[src/rtl/pin_change_irq.sv]
module pin_change_irq #(
  parameter int NPINS       = 32,
  parameter int SYNC_STAGES = 2
) (
  input  logic             clk,
  input  logic             rst_n,
  input  logic [NPINS-1:0] pin_i,
  input  logic [NPINS-1:0] gp_ctl_i,
  input  logic [NPINS-1:0] out_en_i,
  input  logic             mask_set_i,
  input  logic             mask_clr_i,
  input  logic [NPINS-1:0] wdata_i,
  input  logic             status_rd_i,
  output logic [NPINS-1:0] level_o,
  output logic [NPINS-1:0] status_o,
  output logic [NPINS-1:0] mask_o,
  output logic             irq_o
);

  localparam int LAST = SYNC_STAGES - 1;

  logic [NPINS-1:0] sync_q [SYNC_STAGES];
  logic [NPINS-1:0] level_q, status_q, mask_q;
  logic [NPINS-1:0] watch, hit;

  always_ff @(posedge clk or negedge rst_n) begin
    if (!rst_n) begin
      for (int s = 0; s < SYNC_STAGES; s++) sync_q[s] <= '0;
    end else begin
      sync_q[0] <= pin_i;
      for (int s = 1; s < SYNC_STAGES; s++) sync_q[s] <= sync_q[s-1];
    end
  end

  assign watch = gp_ctl_i & ~out_en_i;
  assign hit   = watch & (sync_q[LAST] ^ level_q);

  always_ff @(posedge clk or negedge rst_n) begin
    if (!rst_n) begin
      level_q  <= '0;
      status_q <= '0;
      mask_q   <= '0;
    end else begin
      level_q  <= level_q ^ hit;
      status_q <= (status_rd_i ? '0 : status_q) | hit;
      mask_q   <= (mask_q | (wdata_i & {NPINS{mask_set_i}}))
                  & ~(wdata_i & {NPINS{mask_clr_i}});
    end
  end

  assign level_o  = level_q;
  assign status_o = status_q;
  assign mask_o   = mask_q;
  assign irq_o    = |(status_q & mask_q);

  a_r3_oe_holds_level: assert property (@(posedge clk) disable iff (!rst_n)
    1'b1 |=> (((level_q ^ $past(level_q)) & $past(out_en_i)) == '0));

  a_r4_periph_holds_level: assert property (@(posedge clk) disable iff (!rst_n)
    1'b1 |=> (((level_q ^ $past(level_q)) & ~$past(gp_ctl_i)) == '0));

  a_r2_level_move_flags: assert property (@(posedge clk) disable iff (!rst_n)
    1'b1 |=> (((level_q ^ $past(level_q)) & ~status_q) == '0));

  a_r8_read_clears: assert property (@(posedge clk) disable iff (!rst_n)
    status_rd_i |=> ((status_q & ~$past(hit)) == '0));

  a_r9_keep_new: assert property (@(posedge clk) disable iff (!rst_n)
    status_rd_i |=> ((status_q & $past(hit)) == $past(hit)));

  a_r7_clear_wins: assert property (@(posedge clk) disable iff (!rst_n)
    mask_clr_i |=> ((mask_q & $past(wdata_i)) == '0));

  a_r6_no_mask_no_irq: assert property (@(posedge clk) disable iff (!rst_n)
    (mask_q == '0) |-> !irq_o);

  a_r5_sticky: assert property (@(posedge clk) disable iff (!rst_n)
    !status_rd_i |=> ((status_q & $past(status_q)) == $past(status_q)));

endmodule

[config.mk]
export PLATFORM = sky130hd
export DESIGN_NAME = pin_change_irq
export DESIGN_NICKNAME = d
export VERILOG_FILES = /design/src/rtl/pin_change_irq.sv
export SDC_FILE = /design/constraint.sdc
export NUM_CORES = 1
export LEC_CHECK = 0
export BUFFER_PORTS_ARGS = -buffer_cell sky130_fd_sc_hd__buf_2
export CAP_MARGIN = 30
export CORE_MARGIN = 5
export CORE_UTILIZATION = 52
export CTS_CLUSTER_SIZE = 20
export DETAILED_ROUTE_END_ITERATION = 7
export PLACE_DENSITY_LB_ADDON = 0.05
export SYNTH_ARGS = -nofsm -noshare
export SYNTH_HDL_FRONTEND = slang
export SYNTH_SLANG_ARGS = --single-unit
[constraint.sdc]
create_clock -name clk -period 3.3 [get_ports clk]
set_clock_uncertainty 0.2 [all_clocks]
set_input_delay 0.66 -clock clk [delete_from_list [all_inputs] [get_ports clk]]
set_output_delay 0.66 -clock clk [all_outputs]
set_load 0.01 [all_outputs]
---- Word level (Yosys, flattened, before mapping) ----
Index checks and enable logic that the tools add are counted.
word-level totals
  output and inout bits ................... 97
  word-level logic and storage cells ...... 19
  bits in registers ....................... 160
  bits of input ports ..................... 133
cells by class
  bitwise logic cells ..................... 12
  muxes and demuxes ....................... 1
  reduce and logical (&&, ||, !) cells .... 1
operator list
  cell                 count
  bitwise AND 32 bit   6
  inverter 32 bit      2
  bitwise OR 32 bit    2
  XOR 32 bit           2
  2-to-1 mux 32 bit    1
  OR reduction 32 bit  1

---- Depth between registers and ports, before layout ----
Gate-level depths: netlist of run 1.
  depth in word-level cells ............... 4
  depth in mapped cells ................... 3
  gate-level depth less buffers ........... 3

---- Least setup slack after synthesis of run 1 ----
No wires, ideal clock.
  path kind ............................... reg-to-output
  from .................................... reg status_q[11], in the netlist status_o[11]
  to ...................................... out irq_o
  data required time ...................... 2,440 ps
  cell stages (with the launch flop) ...... 4
  arrival ................................. 1,255 ps
  buffers on the path ..................... 0
  slack ................................... 1,185 ps
  cell sequence ........................... dfrtp_1 -> a22oi_1 -> nand4_1 -> or4_1
on the way
  word-level cells in the longest chain between the ends .. 2
ends and longest elaborated chain
  element                   RTL line  RTL
  start: declaration        23        logic [NPINS-1:0] level_q, status_q, mask_q;
  start signal: assignment  45        status_q <= (status_rd_i ? '0 : status_q) | hit;
  bitwise AND 32 bit        54        assign irq_o = |(status_q & mask_q);
  OR reduction 32 bit       54
  end: declaration          17        output logic irq_o
No other way between the ends.

---- Worst setup path after layout of run 1 ----
  from .................................... reg status_q[27], in the netlist status_o[27]
  to ...................................... out irq_o
The elaborated chain is that of the path after synthesis.

==> results.md, run 1 <==
- # Max-Cap Violations: 0
- RePlAce Congestion: about 0.88
- Core Box Area: between 10000 and 15000 sq um
- Vias in the first global route: 4259
- Row Count: 38
- Vias per inst: 5.08
- Min Tclk post-route: 2.86 ns
- Mean post-synth cell area: 13.7 sq um
- Nets: 790
- Die X: 114 um
- Critical path arrival: 2.00 ns
- Post-CTS setup buffers: 0
- Maximum fanout along the worst path: 3
- Yosys cell types: 12
- Crit end category: output port
- Status: finished clean
- Mapped Cells: 414
- Largest net degree at the start of global routing: 71
- N_diodes: 0
- Die Span Y: 114 um
- Drt pass-1 iters: 6
- # IOs: 230
- Yosys reg bits: 160
- CTS tree: done
- Clock transition at path regs: 0.06 ns
- Worst-Margin Slew: approximately 0.73 ns
- Die ar.: 13100 sq um
- Top area cells in the synthesized netlist: dfrtp_1, mux2_2, a21oi_1
- Kind of critical path: reg2out
- Port Buffers: 229
- Final Hold Vio Count: 0
- Final Setup Violations: 0
- Initial drt markers: 106
- Slew Limit Headroom: 0.513
- Pwr Density: between 600 and 700 nW/um^2
- Register area share after synthesis: 0.705
- Post-Syn Area: 5680 sq um
- Peak supply drop: 0.415 mV
- Clock tree buffer depth: 2
- Final worst path period share: 0.866
- DR vias: 4113
- Fmax: 0.350 GHz
- Path category of the worst min-delay check: in2reg
- Post-DP HPWL: approximately 11 mm
- DR DRC count: 0
- Initial Utilization: 0.526
- Cell taking the most area after synthesis: dfrtp_1
- FFs w/ async S/R, synth: 1.00
- Crit path launch: status_o[27]
- Worst r2r src: sync_q[14]
- Max-slew violation count: 0
- Post-CTS Hold Fix Bufs: 1
- Worst-skew pair later-pin latency: 0.52 ns
- Final WL: approximately 14 mm
- Design Power: 4.88 mW
- Worst Path Required: 2.44 ns
- Total track usage: 0.224
- Avg WL per Cell: approximately 18 um
- Antenna-violating nets left: 0
- Critical Path Source Type: register
- Clk sink count: 160
- Mapped Nets: 547
- RSZ-0062 raised after global routing: no
- Top-count cell post-synth: dfrtp_1
- H-tree depth: 4
- EDFF count, synth: 0
- Synth cell count leaders: dfrtp_1, a21oi_1
- Hold Startpoint: pin_i[7]
- Fin Setup TNS: 0 ns
- Leak: between 3 and 4 nW
- PostCTS Resize Cnt: 0
- Number of synthesis warnings: 0
- Global-route wire length before repair: 22.1 mm
- P&R area growth vs syn: 33.5%
- Main synth FF type: dfrtp_1
- CTS root buffer: clkbuf_8
- Initial antenna violation count: 0
- Global route overflow: 0
- Share of layout cells above drive strength 1: 0.436
- Cts bufs inserted: 17
- Top cell type's share of synthesized area: 0.705
[metal layers]
| metal | GRT usage | vias to the layer above | part of all wire |
|---|---|---|---|
| met5 | 0 | - | 0 |
| met4 | 0.0918 | 0 | 0.021 |
| met3 | 0.0645 | 28 | 0.082 |
| met2 | 0.362 | 160 | 0.50 |
| met1 | 0.285 | 2004 | 0.39 |
| li1 | - | 1921 | - |
[area by class of cell]
type                    instances  area, sq um
flip-flops and latches        160         4000
fillers                       788         3210
multi-input cells             213         1520
repair buffers                233         1200
clock buffers                  25          484
well taps                     140          175
inverters                      32          120
clock inverters                 6         80.1
[power breakdown]
part           leakage (nW)  switching (mW)  total (mW)  internal [mW]
registers              1.92           0.152        2.31           2.16
clock network         0.282           0.705        1.85           1.15
logic                  1.49           0.369       0.715          0.345
total                  3.70            1.23        4.88           3.65
[final timing paths]
kind                       slack (ns)  cells past startpoint           end
setup reg to reg                 2.27                      2  status_o[14]
hold / removal                   0.04                      1    sync_q[39]
setup / recovery                 0.44                      4         irq_o
hold reg to reg                  0.15                      0    sync_q[18]
min in group asynchronous        0.51                      2    sync_q[46]
max in group asynchronous        1.63                      3    sync_q[16]
[cells by family (layout without fill, tap and decap cells)]
| logic type | after synthesis | count (layout) | synth area share |
|---|---|---|---|
| AOI/OAI and AO/OA | 112 | 112 | 0.114 |
| buffers and inverters | 41 | 296 | 0.0271 |
| and+or+nand+nor | 37 | 37 | 0.0410 |
| muxes | 32 | 32 | 0.0635 |
| DFF | 160 | 160 | 0.705 |
| xor gates and xnor gates | 32 | 32 | 0.0494 |
[per-stage QoR]
step | util | std cells | cell area [sq um] | hold WS (ns) | worst slack [ns]
CTS | 0.702 | 809 | 7580 | 0.0208 | 0.403
detailed placement | 0.649 | 777 | 7010 | 0.135 | 0.957
global route | 0.702 | 809 | 7580 | 0.0133 | 0.278
floorplan | - | 414 | 5680 | 0.131 | 1.18
finish | 0.702 | 809 | 7580 | 0.0442 | 0.441
global placement | 0.649 | 777 | 7010 | 0.132 | 0.959
[placed cells by master, fill, tap and decap left out, types with 5 or more instances in the layout]
master / netlist / layout
a22oi_1: 15 / 15
clkbuf_16: 0 / 16
buf_2: 0 / 228
xnor2_1: 32 / 32
nand2b_1: 32 / 32
inv_1: 32 / 32
mux2_2: 32 / 32
o22ai_1: 32 / 32
dfrtp_1: 160 / 160
clkbuf_8: 0 / 5
a21oi_1: 64 / 64
[critical path, cell delays in order, from the launching register on]
cell	delay (ns)
dfrtp_1	0.42
a22oi_1	0.22
nand4_1	0.15
or4_1	0.53
buf_2	0.16
Power figures use the tool's default switching activity.
==> inputs of run 2 (changes only) <==
--- a/config.mk
+++ b/config.mk
@@ -8,7 +8,7 @@
 export BUFFER_PORTS_ARGS = -buffer_cell sky130_fd_sc_hd__buf_2
 export CAP_MARGIN = 30
 export CORE_MARGIN = 5
-export CORE_UTILIZATION = 52
+export CORE_UTILIZATION = 43
 export CTS_CLUSTER_SIZE = 20
 export DETAILED_ROUTE_END_ITERATION = 7
 export PLACE_DENSITY_LB_ADDON = 0.05
==> constraint.sdc (replaced) <==
create_clock -name clk -period 2.4 [get_ports clk]
set_clock_uncertainty 0.2 [all_clocks]
set_input_delay 0.48 -clock clk [delete_from_list [all_inputs] [get_ports clk]]
set_output_delay 0.48 -clock clk [all_outputs]
set_load 0.01 [all_outputs]
==> run 2 against run 1 <==
Net effect:
- combinational power grew 44%
- clock power rose by 48%
- via count up 1.0%
- clock-buffer cell count decreased by 2
- the flow now finishes with violations (setup timing)
- sequential share of layout area decreased by 3.1 points
- sequential cell count stayed put
- final area rose by 6.2%
- highest routed layer is now met5
- critical path depth stayed put
- sequential power increased by 38%
- register-to-register slack worse by 0.89 ns
==> results.md, run 2 (synthesized netlist as in run 1, its figures left out) <==
- CTS tree: done (unchanged)
- Clock transition at path regs: 0.06 ns (about the same)
- Met1 WL: 6.00 mm (was 5.57 mm)
- Die X: 125 um (was 114 um)
- Delay-heaviest family, CP: simple AND/OR/NAND/NOR gates (unchanged)
- Slew Limit Headroom: 0.539 (was 0.513)
- Worst Path Required: 1.72 ns (was 2.44 ns)
- Critical Path Source Type: register (unchanged)
- RSZ-0062 raised after global routing: yes (was no)
- Placed cell area: 7060 sq um (was 7010 sq um)
- Maximum fanout along the worst path: 3 (unchanged)
- Vias in the first global route: 4362 (was 4259)
- Share of layout cells above drive strength 1: 0.428 (was 0.436)
- Die Span Y: 125 um (was 114 um)
- Total track usage: 0.195 (was 0.224)
- Avg WL per Cell: 16.6 um (was 17.5 um)
- H-tree depth: 4 (unchanged)
- Initial antenna violation count: 3 (was 0)
- CP max stage cell: or4_4 (was or4_1)
- Drt pass-1 iters: 5 (was 6)
- # IOs: 230 (unchanged)
- Clock tree buffer depth: 2 (unchanged)
- Initial Utilization: 0.434 (was 0.526)
- Failing checks: setup timing
- Crit end category: output port (unchanged)
- CP Cell Sequence: a22oi_2 > nand4_1 > or4_4 > buf_6 (was a22oi_1 > nand4_1 > or4_1 > buf_2)
- Initial drt markers: 121 (was 106)
- Port Buffers: 229 (unchanged)
- Leak: 3.86 nW (was 3.70 nW)
- Global-route wire length before repair: 23.6 mm (was 22.1 mm)
- Final WL: 14.7 mm (was 14.2 mm)
- Metal2 WL: 7.27 mm (was 7.14 mm)
- Final Cell Area: 8050 sq um (was 7580 sq um)
- Antenna-violating nets left: 0 (unchanged)
- Final WS setup: -0.135 ns (was 0.441 ns)
- Final Hold Vio Count: 0 (unchanged)
- Nets: 823 (was 790)
- P&R area growth vs syn: 41.8% (was 33.5%)
- Largest net degree at the start of global routing: 59 (was 71)
- Worst-skew pair later-pin latency: 0.41 ns (was 0.52 ns)
- Status: finished with violations (was finished clean)
- Final worst path period share: 1.06
- Worst-Margin Slew: 0.692 ns (was 0.731 ns)
- Fill count: 1073 (was 788)
- # Max-Cap Violations: 0 (unchanged)
- Crit-path max cell delay: 0.51 ns (was 0.53 ns)
- Commonest non-fill, non-tap cell in the layout: buf_2 (unchanged)
- RePlAce Congestion: 0.782 (was 0.879)
- WL met3: 1.15 mm (was 1.16 mm)
- Critical path arrival: 1.85 ns (was 2.00 ns)
- Commonest cells after routing, fill and taps aside: buf_2, dfrtp_1, a21oi_1 (unchanged)
- Final Setup Violations: 1 (was 0)
- Clk sink count: 160 (unchanged)
- DR DRC count: 0 (unchanged)
- Core Box Area: 13100 sq um (was 10800 sq um)
- Fin Setup TNS: -0.135 ns (was 0 ns)
- Max Used Layer: met5 (was met4)
- Row Count: 42 (was 38)
- Kind of critical path: reg2out (unchanged)
- CTS root buffer: clkbuf_16 (was clkbuf_8)
- Die ar.: 15600 sq um (was 13100 sq um)
- Worst path buffer plus inverter count: 1 (unchanged)
- Vias per inst: 4.72 (was 5.08)
- Fmax: 0.395 GHz
- Post-DP HPWL: 10.8 mm (was 10.7 mm)
- Global route overflow: 0 (unchanged)
- DR vias: 4156 (was 4113)
- Peak supply drop: 0.490 mV (was 0.415 mV)
- Pwr Density: 864 nW/um^2 (was 644 nW/um^2)
- Min Tclk post-route: approximately 2.5 ns
- Design Power: 6.95 mW (was 4.88 mW)
- Path category of the worst min-delay check: in2reg (unchanged)
- Max-slew violation count: 0 (unchanged)
- Cts bufs inserted: 17 (unchanged)
-- run 2: cell count changes in the layout (fill, tap and decap cells not counted), sizes merged --
cell         change
buf              +1
bufinv           +1
clkbuf           -2
clkinv           -1
clkinvlp         +3
diode            +2
dlygate4sd3     +32
-- run 2: area by class of cell --
cell class | instances | area (sq um) | area share
inverter | 32 | 120 | 0.0149
tap | 176 | 220 | 0.0274
multi-input combinational | 213 | 1550 | 0.192
sequential | 160 | 4000 | 0.497
timing repair buffer | 266 | 1540 | 0.192
antenna | 2 | 5.00 | 0.000622
clock buffer | 23 | 478 | 0.0594
clock inverter | 9 | 131 | 0.0163
-- run 2: routing by layer --
layer | GRT usage | vias to the layer above
met1 | 0.249 | 2005
met5 | 0 | -
met2 | 0.305 | 145
met4 | 0.0746 | 2
li1 | - | 1988
met3 | 0.0716 | 16
-- run 2: repair_timing --
| action | 4_1_cts | 5_1_grt |
|---|---|---|
| pin swaps | 3 | 3 |
| hold buffers | 33 | 0 |
| endpoints found under the hold margin | 81 | 0 |
| gates cloned | 0 | 0 |
| resized for setup | 5 | 3 |
| setup endpoints to repair | 1 | 1 |
| buffers inserted | 1 | 0 |
-- run 2: power breakdown --
group	switching (mW)	internal [mW]
sequential	0.217	2.97
clock	1.02	1.72
combinational	0.512	0.523
total	1.74	5.21
-- run 2: final timing paths --
path	from	endpoint	slack (ns)	cells past startpoint
worst max-delay path	mask_o[15]	irq_o	-0.13	4
worst min-delay path	wdata_i[0]	mask_o[0]	0.05	2
worst max register to register	register	register	1.38	1
worst min register to register	sync_q[46]	sync_q[14]	0.15	0
max in group asynchronous	rst_n	asynchronous set/reset pin	0.95	3
min in group asynchronous	rst_n	sync_q[27]	0.37	2
-- run 2: through the flow --
step / utilization / setup WS, ns / std cells / hold WS (ns)
6_report: 0.615 / -0.135 / 881 / 0.0466
4_1_cts: 0.614 / -0.179 / 879 / 0.0279
5_1_grt: 0.615 / -0.237 / 881 / 0.0292
3_3_place_gp: 0.540 / 0.193 / 813 / 0.132
2_1_floorplan: - / 0.465 / 414 / -0.0156
3_5_place_dp: 0.540 / 0.204 / 813 / 0.135
